**src/rtl/vba_pkg.sv**
```systemverilog
package vba_pkg;
   typedef enum logic [1:0] {
      AM_LINEAR  = 2'd0,
      AM_MODULO  = 2'd1,
      AM_FFT_NAT = 2'd2,
      AM_FFT_REV = 2'd3
   } am_mode_e;
endpackage

```
**src/rtl/vba_agu.sv**
```systemverilog
module vba_agu
   import vba_pkg::*;
#(
   parameter int AW = 8,
   parameter int NB = 4,
   localparam int L2W = $clog2(AW + 1)
) (
   input  logic                     clk,
   input  logic                     rst_n,
   input  logic                     cfg_go,
   input  logic                     cfg_wr,
   input  logic [1:0]               cfg_mode,
   input  logic [AW-1:0]            cfg_base,
   input  logic [AW-1:0]            cfg_stride,
   input  logic [AW-1:0]            cfg_size,
   input  logic [AW-1:0]            cfg_beats,
   input  logic [L2W-1:0]           cfg_log2,
   output logic                     busy,
   output logic                     is_wr,
   output logic                     fold_en,
   output logic [NB-1:0][AW-1:0]    lane_addr
);
   logic            busy_q, wr_q;
   am_mode_e        mode_q;
   logic [AW-1:0]   base_q, stride_q, size_q, beats_q;
   logic [AW-1:0]   ptr_q, off_q, bcnt_q;
   logic [L2W-1:0]  log2_q;
   logic [AW-1:0]   ptr_step, off_next;
   logic [AW:0]     osum;

   function automatic logic [AW-1:0] rev_n(input logic [AW-1:0] v, input logic [L2W-1:0] n);
      logic [AW-1:0] r;
      for (int i = 0; i < AW; i++) r[i] = v[AW-1-i];
      return r >> (L2W'(AW) - n);
   endfunction

   assign ptr_step = (mode_q == AM_LINEAR) ? stride_q : AW'(NB);

   always_comb begin
      osum = {1'b0, off_q} + {1'b0, ((mode_q == AM_MODULO) ? stride_q : AW'(NB))};
      if (mode_q == AM_MODULO && osum >= {1'b0, size_q}) osum = osum - {1'b0, size_q};
      off_next = osum[AW-1:0];
   end

   always_ff @(posedge clk or negedge rst_n) begin
      if (!rst_n) begin
         busy_q   <= 1'b0;
         wr_q     <= 1'b0;
         mode_q   <= AM_LINEAR;
         base_q   <= '0;
         stride_q <= '0;
         size_q   <= '0;
         beats_q  <= '0;
         log2_q   <= '0;
         ptr_q    <= '0;
         off_q    <= '0;
         bcnt_q   <= '0;
      end else if (!busy_q) begin
         if (cfg_go && cfg_beats != '0) begin
            busy_q   <= 1'b1;
            wr_q     <= cfg_wr;
            mode_q   <= am_mode_e'(cfg_mode);
            base_q   <= cfg_base;
            stride_q <= cfg_stride;
            size_q   <= cfg_size;
            beats_q  <= cfg_beats;
            log2_q   <= cfg_log2;
            ptr_q    <= cfg_base;
            off_q    <= '0;
            bcnt_q   <= '0;
         end
      end else begin
         bcnt_q <= bcnt_q + 1'b1;
         if (bcnt_q == beats_q - 1'b1) busy_q <= 1'b0;
         ptr_q  <= ptr_q + ptr_step;
         off_q  <= off_next;
      end
   end

   for (genvar k = 0; k < NB; k++) begin : g_lane
      logic [AW:0]   mraw, mwrap;
      assign mraw  = {1'b0, off_q} + (AW+1)'(k);
      assign mwrap = (mraw >= {1'b0, size_q}) ? mraw - {1'b0, size_q} : mraw;
      always_comb begin
         unique case (mode_q)
            AM_MODULO:  lane_addr[k] = base_q + mwrap[AW-1:0];
            AM_FFT_REV: lane_addr[k] = base_q + rev_n(off_q + AW'(k), log2_q);
            default:    lane_addr[k] = ptr_q + AW'(k);
         endcase
      end
   end

   assign busy    = busy_q;
   assign is_wr   = wr_q;
   assign fold_en = (mode_q == AM_FFT_NAT) || (mode_q == AM_FFT_REV);
endmodule

```
**src/rtl/vba_bank_map.sv**
```systemverilog
module vba_bank_map #(
   parameter int AW = 8,
   parameter int NB = 4,
   parameter int DW = 16,
   localparam int LB = $clog2(NB),
   localparam int RW = AW - LB,
   localparam int ND = AW / LB
) (
   input  logic                     active,
   input  logic                     wr,
   input  logic                     fold_en,
   input  logic [NB-1:0][AW-1:0]    lane_addr,
   input  logic [NB-1:0][DW-1:0]    lane_wd,
   output logic [NB-1:0]            bank_en,
   output logic [NB-1:0]            bank_we,
   output logic [NB-1:0][RW-1:0]    bank_row,
   output logic [NB-1:0][DW-1:0]    bank_wd,
   output logic [NB-1:0][LB-1:0]    lane_bank
);
   logic [NB-1:0][RW-1:0] lane_row;

   function automatic logic [LB-1:0] fold(input logic [AW-1:0] a);
      logic [LB-1:0] f;
      f = '0;
      for (int d = 0; d < ND; d++) f = f ^ a[d*LB +: LB];
      return f;
   endfunction

   for (genvar k = 0; k < NB; k++) begin : g_sel
      assign lane_bank[k] = fold_en ? fold(lane_addr[k]) : lane_addr[k][LB-1:0];
      assign lane_row[k]  = lane_addr[k][AW-1:LB];
   end

   always_comb begin
      for (int b = 0; b < NB; b++) begin
         bank_en[b]  = 1'b0;
         bank_row[b] = '0;
         bank_wd[b]  = '0;
         for (int k = 0; k < NB; k++) begin
            if (active && lane_bank[k] == LB'(b)) begin
               bank_en[b]  = 1'b1;
               bank_row[b] = bank_row[b] | lane_row[k];
               bank_wd[b]  = bank_wd[b] | lane_wd[k];
            end
         end
         bank_we[b] = bank_en[b] & wr;
      end
   end
endmodule

```
**src/rtl/vba_bank.sv**
```systemverilog
module vba_bank #(
   parameter int RW = 6,
   parameter int DW = 16,
   localparam int DEPTH = 1 << RW
) (
   input  logic          clk,
   input  logic          en,
   input  logic          we,
   input  logic [RW-1:0] row,
   input  logic [DW-1:0] wd,
   output logic [DW-1:0] q
);
   logic [DW-1:0] mem [DEPTH];

   always_ff @(posedge clk) begin
      if (en) begin
         if (we) mem[row] <= wd;
         else    q        <= mem[row];
      end
   end
endmodule

```
**src/rtl/vec_bank_agu.sv**
```systemverilog
module vec_bank_agu #(
   parameter int AW = 8,
   parameter int NB = 4,
   parameter int DW = 16,
   localparam int LB  = $clog2(NB),
   localparam int RW  = AW - LB,
   localparam int L2W = $clog2(AW + 1)
) (
   input  logic              clk,
   input  logic              rst_n,
   input  logic              cfg_go,
   input  logic              cfg_wr,
   input  logic [1:0]        cfg_mode,
   input  logic [AW-1:0]     cfg_base,
   input  logic [AW-1:0]     cfg_stride,
   input  logic [AW-1:0]     cfg_size,
   input  logic [AW-1:0]     cfg_beats,
   input  logic [L2W-1:0]    cfg_log2,
   input  logic [NB*DW-1:0]  wr_data,
   output logic              busy,
   output logic              rd_valid,
   output logic [NB*DW-1:0]  rd_data
);
   if (NB < 2 || (1 << LB) != NB) begin : g_bad_nb
      $error("NB must be a power of two of at least 2");
   end
   if (AW <= LB || (AW % LB) != 0) begin : g_bad_aw
      $error("AW must exceed and be a multiple of log2(NB)");
   end
   if (DW < 1) begin : g_bad_dw
      $error("DW must be positive");
   end

   logic                  is_wr, fold_en;
   logic [NB-1:0][AW-1:0] lane_addr;
   logic [NB-1:0][DW-1:0] lane_wd;
   logic [NB-1:0]         bank_en, bank_we;
   logic [NB-1:0][RW-1:0] bank_row;
   logic [NB-1:0][DW-1:0] bank_wd, bank_q;
   logic [NB-1:0][LB-1:0] lane_bank, lane_bank_q;
   logic                  rd_v_q;

   vba_agu #(.AW(AW), .NB(NB)) u_agu (
      .clk(clk), .rst_n(rst_n), .cfg_go(cfg_go), .cfg_wr(cfg_wr),
      .cfg_mode(cfg_mode), .cfg_base(cfg_base), .cfg_stride(cfg_stride),
      .cfg_size(cfg_size), .cfg_beats(cfg_beats), .cfg_log2(cfg_log2),
      .busy(busy), .is_wr(is_wr), .fold_en(fold_en), .lane_addr(lane_addr)
   );

   for (genvar k = 0; k < NB; k++) begin : g_wd
      assign lane_wd[k] = wr_data[k*DW +: DW];
   end

   vba_bank_map #(.AW(AW), .NB(NB), .DW(DW)) u_map (
      .active(busy), .wr(is_wr), .fold_en(fold_en), .lane_addr(lane_addr),
      .lane_wd(lane_wd), .bank_en(bank_en), .bank_we(bank_we),
      .bank_row(bank_row), .bank_wd(bank_wd), .lane_bank(lane_bank)
   );

   for (genvar b = 0; b < NB; b++) begin : g_bank
      vba_bank #(.RW(RW), .DW(DW)) u_bank (
         .clk(clk), .en(bank_en[b]), .we(bank_we[b]), .row(bank_row[b]),
         .wd(bank_wd[b]), .q(bank_q[b])
      );
   end

   always_ff @(posedge clk or negedge rst_n) begin
      if (!rst_n) begin
         rd_v_q      <= 1'b0;
         lane_bank_q <= '0;
      end else begin
         rd_v_q      <= busy & ~is_wr;
         lane_bank_q <= lane_bank;
      end
   end

   for (genvar k = 0; k < NB; k++) begin : g_rd
      assign rd_data[k*DW +: DW] = bank_q[lane_bank_q[k]];
   end

   assign rd_valid = rd_v_q;
endmodule

```
**config.mk**
```make
export PLATFORM = sky130hd
export DESIGN_NAME = vec_bank_agu
export DESIGN_NICKNAME = d
export VERILOG_FILES = /design/src/rtl/vba_pkg.sv /design/src/rtl/vba_agu.sv /design/src/rtl/vba_bank_map.sv /design/src/rtl/vba_bank.sv /design/src/rtl/vec_bank_agu.sv
export SDC_FILE = /design/constraint.sdc
export NUM_CORES = 2
export LEC_CHECK = 0
export BUFFER_PORTS_ARGS = -buffer_cell sky130_fd_sc_hd__buf_4
export CELL_PAD_IN_SITES_DETAIL_PLACEMENT = 1
export CELL_PAD_IN_SITES_GLOBAL_PLACEMENT = 2
export CORE_ASPECT_RATIO = 1.5
export CORE_UTILIZATION = 52
export DETAILED_ROUTE_END_ITERATION = 8
export PLACE_DENSITY_LB_ADDON = 0.1
export SLEW_MARGIN = 20
export SYNTH_ARGS = -nofsm -noshare
export SYNTH_HDL_FRONTEND = slang
export SYNTH_HIERARCHICAL = 1
export SYNTH_SLANG_ARGS = --single-unit
export TNS_END_PERCENT = 30
```
**constraint.sdc**
```tcl
create_clock -name clk -period 23.7 [get_ports clk]
set_clock_uncertainty 0.05 [all_clocks]
set_input_delay 2.37 -clock clk [delete_from_list [all_inputs] [get_ports clk]]
set_output_delay 2.37 -clock clk [all_outputs]
set_load 0.01 [all_outputs]
```
* Word-level counts from Yosys, hierarchy flattened *
Memory sizes are Yosys's and may differ from the RTL's. A register that Yosys moved wholly into a read port is not among the register bits.
Index checks and enable logic that the tools add are counted.

operators by class
  $lt $le $gt $ge = 9
  bitwise operators = 47
  div/mod/pow operators = 0
  reductions and logical operators = 31
  shift operators = 4
  equal/unequal tests = 16
  $add $sub $neg = 27
  multipliers = 0
  muxes and demuxes = 91

operators with widths
  operator               count
  $mux W16               20
  $or A16 B16 Y16        12
  $bmux W16 S2           4
  $mux W6                16
  $mux W8                12
  $add A8 B8 Y8          9
  $or A6 B6 Y6           12
  $pmux W8 S2            4
  $sub A8 B8 Y8          5
  $ge A9 B8 Y1           4
  $add A8 B2 Y8 const B  4
  $shr A8 B4 Y8          4
  $mux W1                31
  $add A8 B1 Y8 const B  3
  $xor A2 B2 Y2          12
  $eq A2 B2 Y1 const B   10
  $add A8 B2 Y9 const B  2
  $logic_and A1 B1 Y1    18
  $lt A2 B3 Y1 const B   4
  $eq A2 B1 Y1 const B   5
  $logic_not A2 Y1       5
  $reduce_and A2 Y1      5
  $add A8 B1 Y9 const B  1
  $add A8 B8 Y9          1
  10 further kinds       22

storage, ports and cells
  input port bits = 106
  flip-flop bits (word level) = 73
  memories = 4
  memory bits (writable) = 4,096
  memory bits (read-only) = 0
  logic and storage cells = 245
  latch bits = 0

memory list
  memory                words  bits a word  rd ports  clocked after memory_dff  write ports  line            text
  g_bank[0].u_bank.mem  64     16           1         1                         1            vba_bank.sv:13  logic [DW-1:0] mem [DEPTH];
  g_bank[1].u_bank.mem  64     16           1         1                         1            vba_bank.sv:13
  g_bank[2].u_bank.mem  64     16           1         1                         1            vba_bank.sv:13
  g_bank[3].u_bank.mem  64     16           1         1                         1            vba_bank.sv:13

* Depth between registers and ports, before layout *
  depth in word-level cells = 18
  mapped depth = 40

* Hierarchy *
The synthesis kept the hierarchy.

modules (own cells, without submodules)
  module        instances  area each (sq um)  cells each
  vba_bank      4          40,008.4           2,272
  vba_agu       1          8,757.1            1,088
  vba_bank_map  1          4,663.2            580
  vec_bank_agu  1          1,928.1            90

* Worst setup path after synthesis *
Ideal clock, no wire load.

  path type = register to register
  start point = register u_agu.off_q[1]
  end point = memory g_bank[0].u_bank.mem[11][0], enable pin
  path buffers = 6
  arrival = 8,012 ps
  stages on the path, launching flop included = 36
  setup slack = 15,250 ps
  library setup time = 388 ps
  cells stage by stage = dfrtp_1 > clkbuf_1 > inv_1 > ha_1 > a21oi_1 > xnor2_1 > ha_1 > a21o_1 > a21oi_1 > a21oi_1 > o31ai_1 > nand2_1 > nand3_1 > o311ai_1 > ha_1 > fa_1 > a21o_1 > a21oi_1 > o21bai_1 > a21oi_1 > xnor2_1 > nand2_1 > o21ai_0 > xnor3_1 > or3_4 > o211ai_2 > clkbuf_1 > o2111ai_1 > buf_4 > inv_1 > clkbuf_1 > buf_2 > clkbuf_1 > and2_1 > nand2_1 > nor2_1

RTL lines
  what                      line            text
  start: declaration        vba_agu.sv:26   logic [AW-1:0] ptr_q, off_q, bcnt_q;
  start signal: assignment  vba_agu.sv:76   off_q <= off_next;
  end: declaration          vba_bank.sv:13

==> out/results.txt <==
result of the run: complete, no violations
overall global routing resource usage: 34.3%
max-capacitance violation count: 0
vias: 110000
total core area: 335000 sq um
final cell utilization of the core: 58.7%
clock tree from TritonCTS: built
synthesized flop and latch total: 4233
number of cells produced by synthesis: 10800
wire length of the first global-routing pass: 839 mm
clock transition at the registers of the reported paths: 0.08 ns
input/output buffers: 171
NumNets Final: 11300
Cell Rows: 260
crit path kind: register to register
clock sink count: 4233
headroom to the max-slew limit: 17.8%
crit path time final: 12.66 ns
kind of end point of the critical path: register
accumulated negative setup slack: 0 ns
die area: 340000 sq um
Placed Cells: 15100
number of setup buffers added after CTS: 0
number of buffers inserted by hold repair at cts: 0
share of synthesized flip-flops with an asynchronous set or reset: 1.72%
worst slack at placement: 11.08 ns
peak fanout along the critical path: 37
final hold violations: 0
slowest cell delay on critical path: 0.80 ns
clock root buffer: clkbuf_16
highest-count cells in the layout ignoring fill and taps: 4160 x edfxtp_1, 713 x buf_4, 625 x nor2_1, 489 x a221oi_1, 400 x mux2i_1
GPL Wtd Cong: 0.946
syn_area_per_cell: 16.2 sq um
vias per inst: 6.91
most prevalent standard cell on the critical path: buf_4
total global routing overflow: 0
flip-flop cell with the highest count after synthesis: edfxtp_1
Required @ worst endpoint: 24.25 ns
vias in the first global route: 112000
Max Buffers Root-to-Sink: 4
data arrival at the endpoint of the critical path: 13.22 ns
wire length per cell after detailed routing: 37.3 um
post-route setup slack: 11.04 ns
initial drt markers: 12800
register area share after synthesis: 72.3%
Num CTS Buffers: 393
kind of start point of the critical path: register
count of boundary I/O pins: 172
most common cell after layout, fill and taps aside: edfxtp_1
Initial Utilization: 52.3%
Synth cell types: 103
yosys synthesis warning count: 6
number of antenna violations at the first check in global routing: 75
number of DRC violations after detailed routing: 0
final slew viol count: 0
number of enable-type register cells in the synthesized netlist: 4160
syn nets: 11100
largest net degree at the start of global routing: 107
DP HPWL: 370 mm
count of endpoints failing setup in the final report: 0
Routed Antenna Nets: 0
die span in x: 476 um
final instance count without filler cells: 15900
detailed-route wire length: 593 mm
actual transition at the worst max-transition pin: 1.22 ns
cts repair resizes: 0
fraction of final layout cells with drive strength greater than 1: 17.3%
number of levels in the clock H-tree: 5
later-pin clock latency in the skew report: 0.94 ns
DRT Pass-1 Iters: 6
type of the worst min-delay path: register to register
RSZ-0062 raised after global routing: false
part of the cycle the worst path needs: 53.4%
mapped cell area: 175000 sq um
area overhead of the layout relative to synthesis: 12.2%
slowest stage cell, crit path: nor2b_4
overall die height: 713 um
Fmax achieved: 79.0 MHz
## layer usage
metal / global-route usage, % / up-vias / routed length (um)
met3: 6.95 / 1225 / 52000
li1: - / 45200 / -
met4: 16.0 / 60 / 31300
met5: 0 / - / 357
met2: 57.6 / 5606 / 293000
met1: 42.7 / 57900 / 217000
## final timing paths
| path | startpoint | endpoint | slack [ns] | cells past startpoint |
|---|---|---|---|---|
| min in group asynchronous | rst_n | u_agu/off_q[1] | 1.34 | 1 |
| worst min-delay path | u_agu/is_wr | rd_valid | 0.43 | 1 |
| worst max-delay path | u_agu/off_q[1] | g_bank[1].u_bank/mem[57][4] | 11.04 | 33 |
| worst min register to register | u_agu/is_wr | rd_valid | 0.43 | 1 |
| worst max register to register | u_agu/off_q[1] | g_bank[1].u_bank/mem[57][4] | 11.04 | 33 |
| max in group asynchronous | rst_n | lane_bank_q[0] | 21.08 | 2 |
## cell usage after synthesis, types with 84 or more instances
cell / n / area share, %
nor2_1: 639 / 1.4
a221o_1: 96 / 0.55
clkbuf_1: 273 / 0.58
buf_2: 395 / 1.1
a22o_1: 254 / 1.3
inv_1: 84 / 0.18
ha_1: 93 / 0.66
a22oi_1: 373 / 1.6
edfxtp_1: 4160 / 71
nor3_1: 135 / 0.39
o21ai_0: 324 / 0.92
a221oi_1: 489 / 2.4
o221ai_1: 173 / 0.86
mux4_2: 159 / 2.0
o2111ai_1: 223 / 1.1
o22ai_1: 209 / 0.75
mux2_2: 271 / 1.7
a21oi_1: 300 / 0.86
buf_1: 116 / 0.25
mux2i_1: 400 / 2.3
nand2_1: 397 / 0.85
nand3_1: 121 / 0.35
## final cells by class
cell class              instances  area [sq um]
repair buffers                719          5440
fillers                     30000        138000
well taps                    4454          5570
inverters                      85           319
flip-flops and latches       4233        127000
clock buffers                 467         10200
multi-input cells            5650         45900
diodes                         55           138
clock inverters               250          2560
## cells by family (layout without fill, tap and decap cells)
group / count (synthesis) / after routing / share of synthesized area, %
buf+inv: 963 / 1521 / 2.65
mux: 886 / 886 / 6.68
simple gates: 1627 / 1627 / 4.27
fa+ha+maj: 104 / 104 / 0.789
xor+xnor: 119 / 119 / 0.664
flops: 4233 / 4233 / 72.3
compound gates: 2914 / 2914 / 12.7
other cells: 0 / 55 / 0
## sequential cells by signal, indices dropped and copies added (netlist names)
signal / count
lane_bank_q: 8
u_agu/off_q: 8
u_agu/size_q: 8
u_agu/busy: 1
rd_valid: 1
g_bank.u_bank/mem: 4096
u_agu/beats_q: 8
u_agu/stride_q: 8
g_bank.u_bank/q: 64
u_agu/bcnt_q: 8
u_agu/base_q: 8
u_agu/log2_q: 4
u_agu/mode_q: 2
u_agu/is_wr: 1
u_agu/ptr_q: 8
## through the flow
stage / hold slack [ns] / area (sq um)
3_3_place_gp: 0.398 / 184000
5_1_grt: 0.464 / 197000
3_5_place_dp: 0.416 / 184000
4_1_cts: 0.429 / 197000
2_1_floorplan: 0.371 / 175000
6_report: 0.427 / 197000
## critical path, delay by kind of cell (launching register included)
kind / cells / cell delay, ns
adder cells (fa/ha/maj): 3 / 0.99
AND/OR/NAND/NOR: 10 / 3.01
AO/OA/AOI/OAI: 7 / 2.14
multiplexers: 2 / 0.71
XOR/XNOR: 4 / 1.24
flip-flops: 1 / 0.73
buffers and inverters: 7 / 3.30
Power is left out: the tool's default activity adds up to more than one toggle a clock period on the data nets, which glitch-free logic cannot reach.
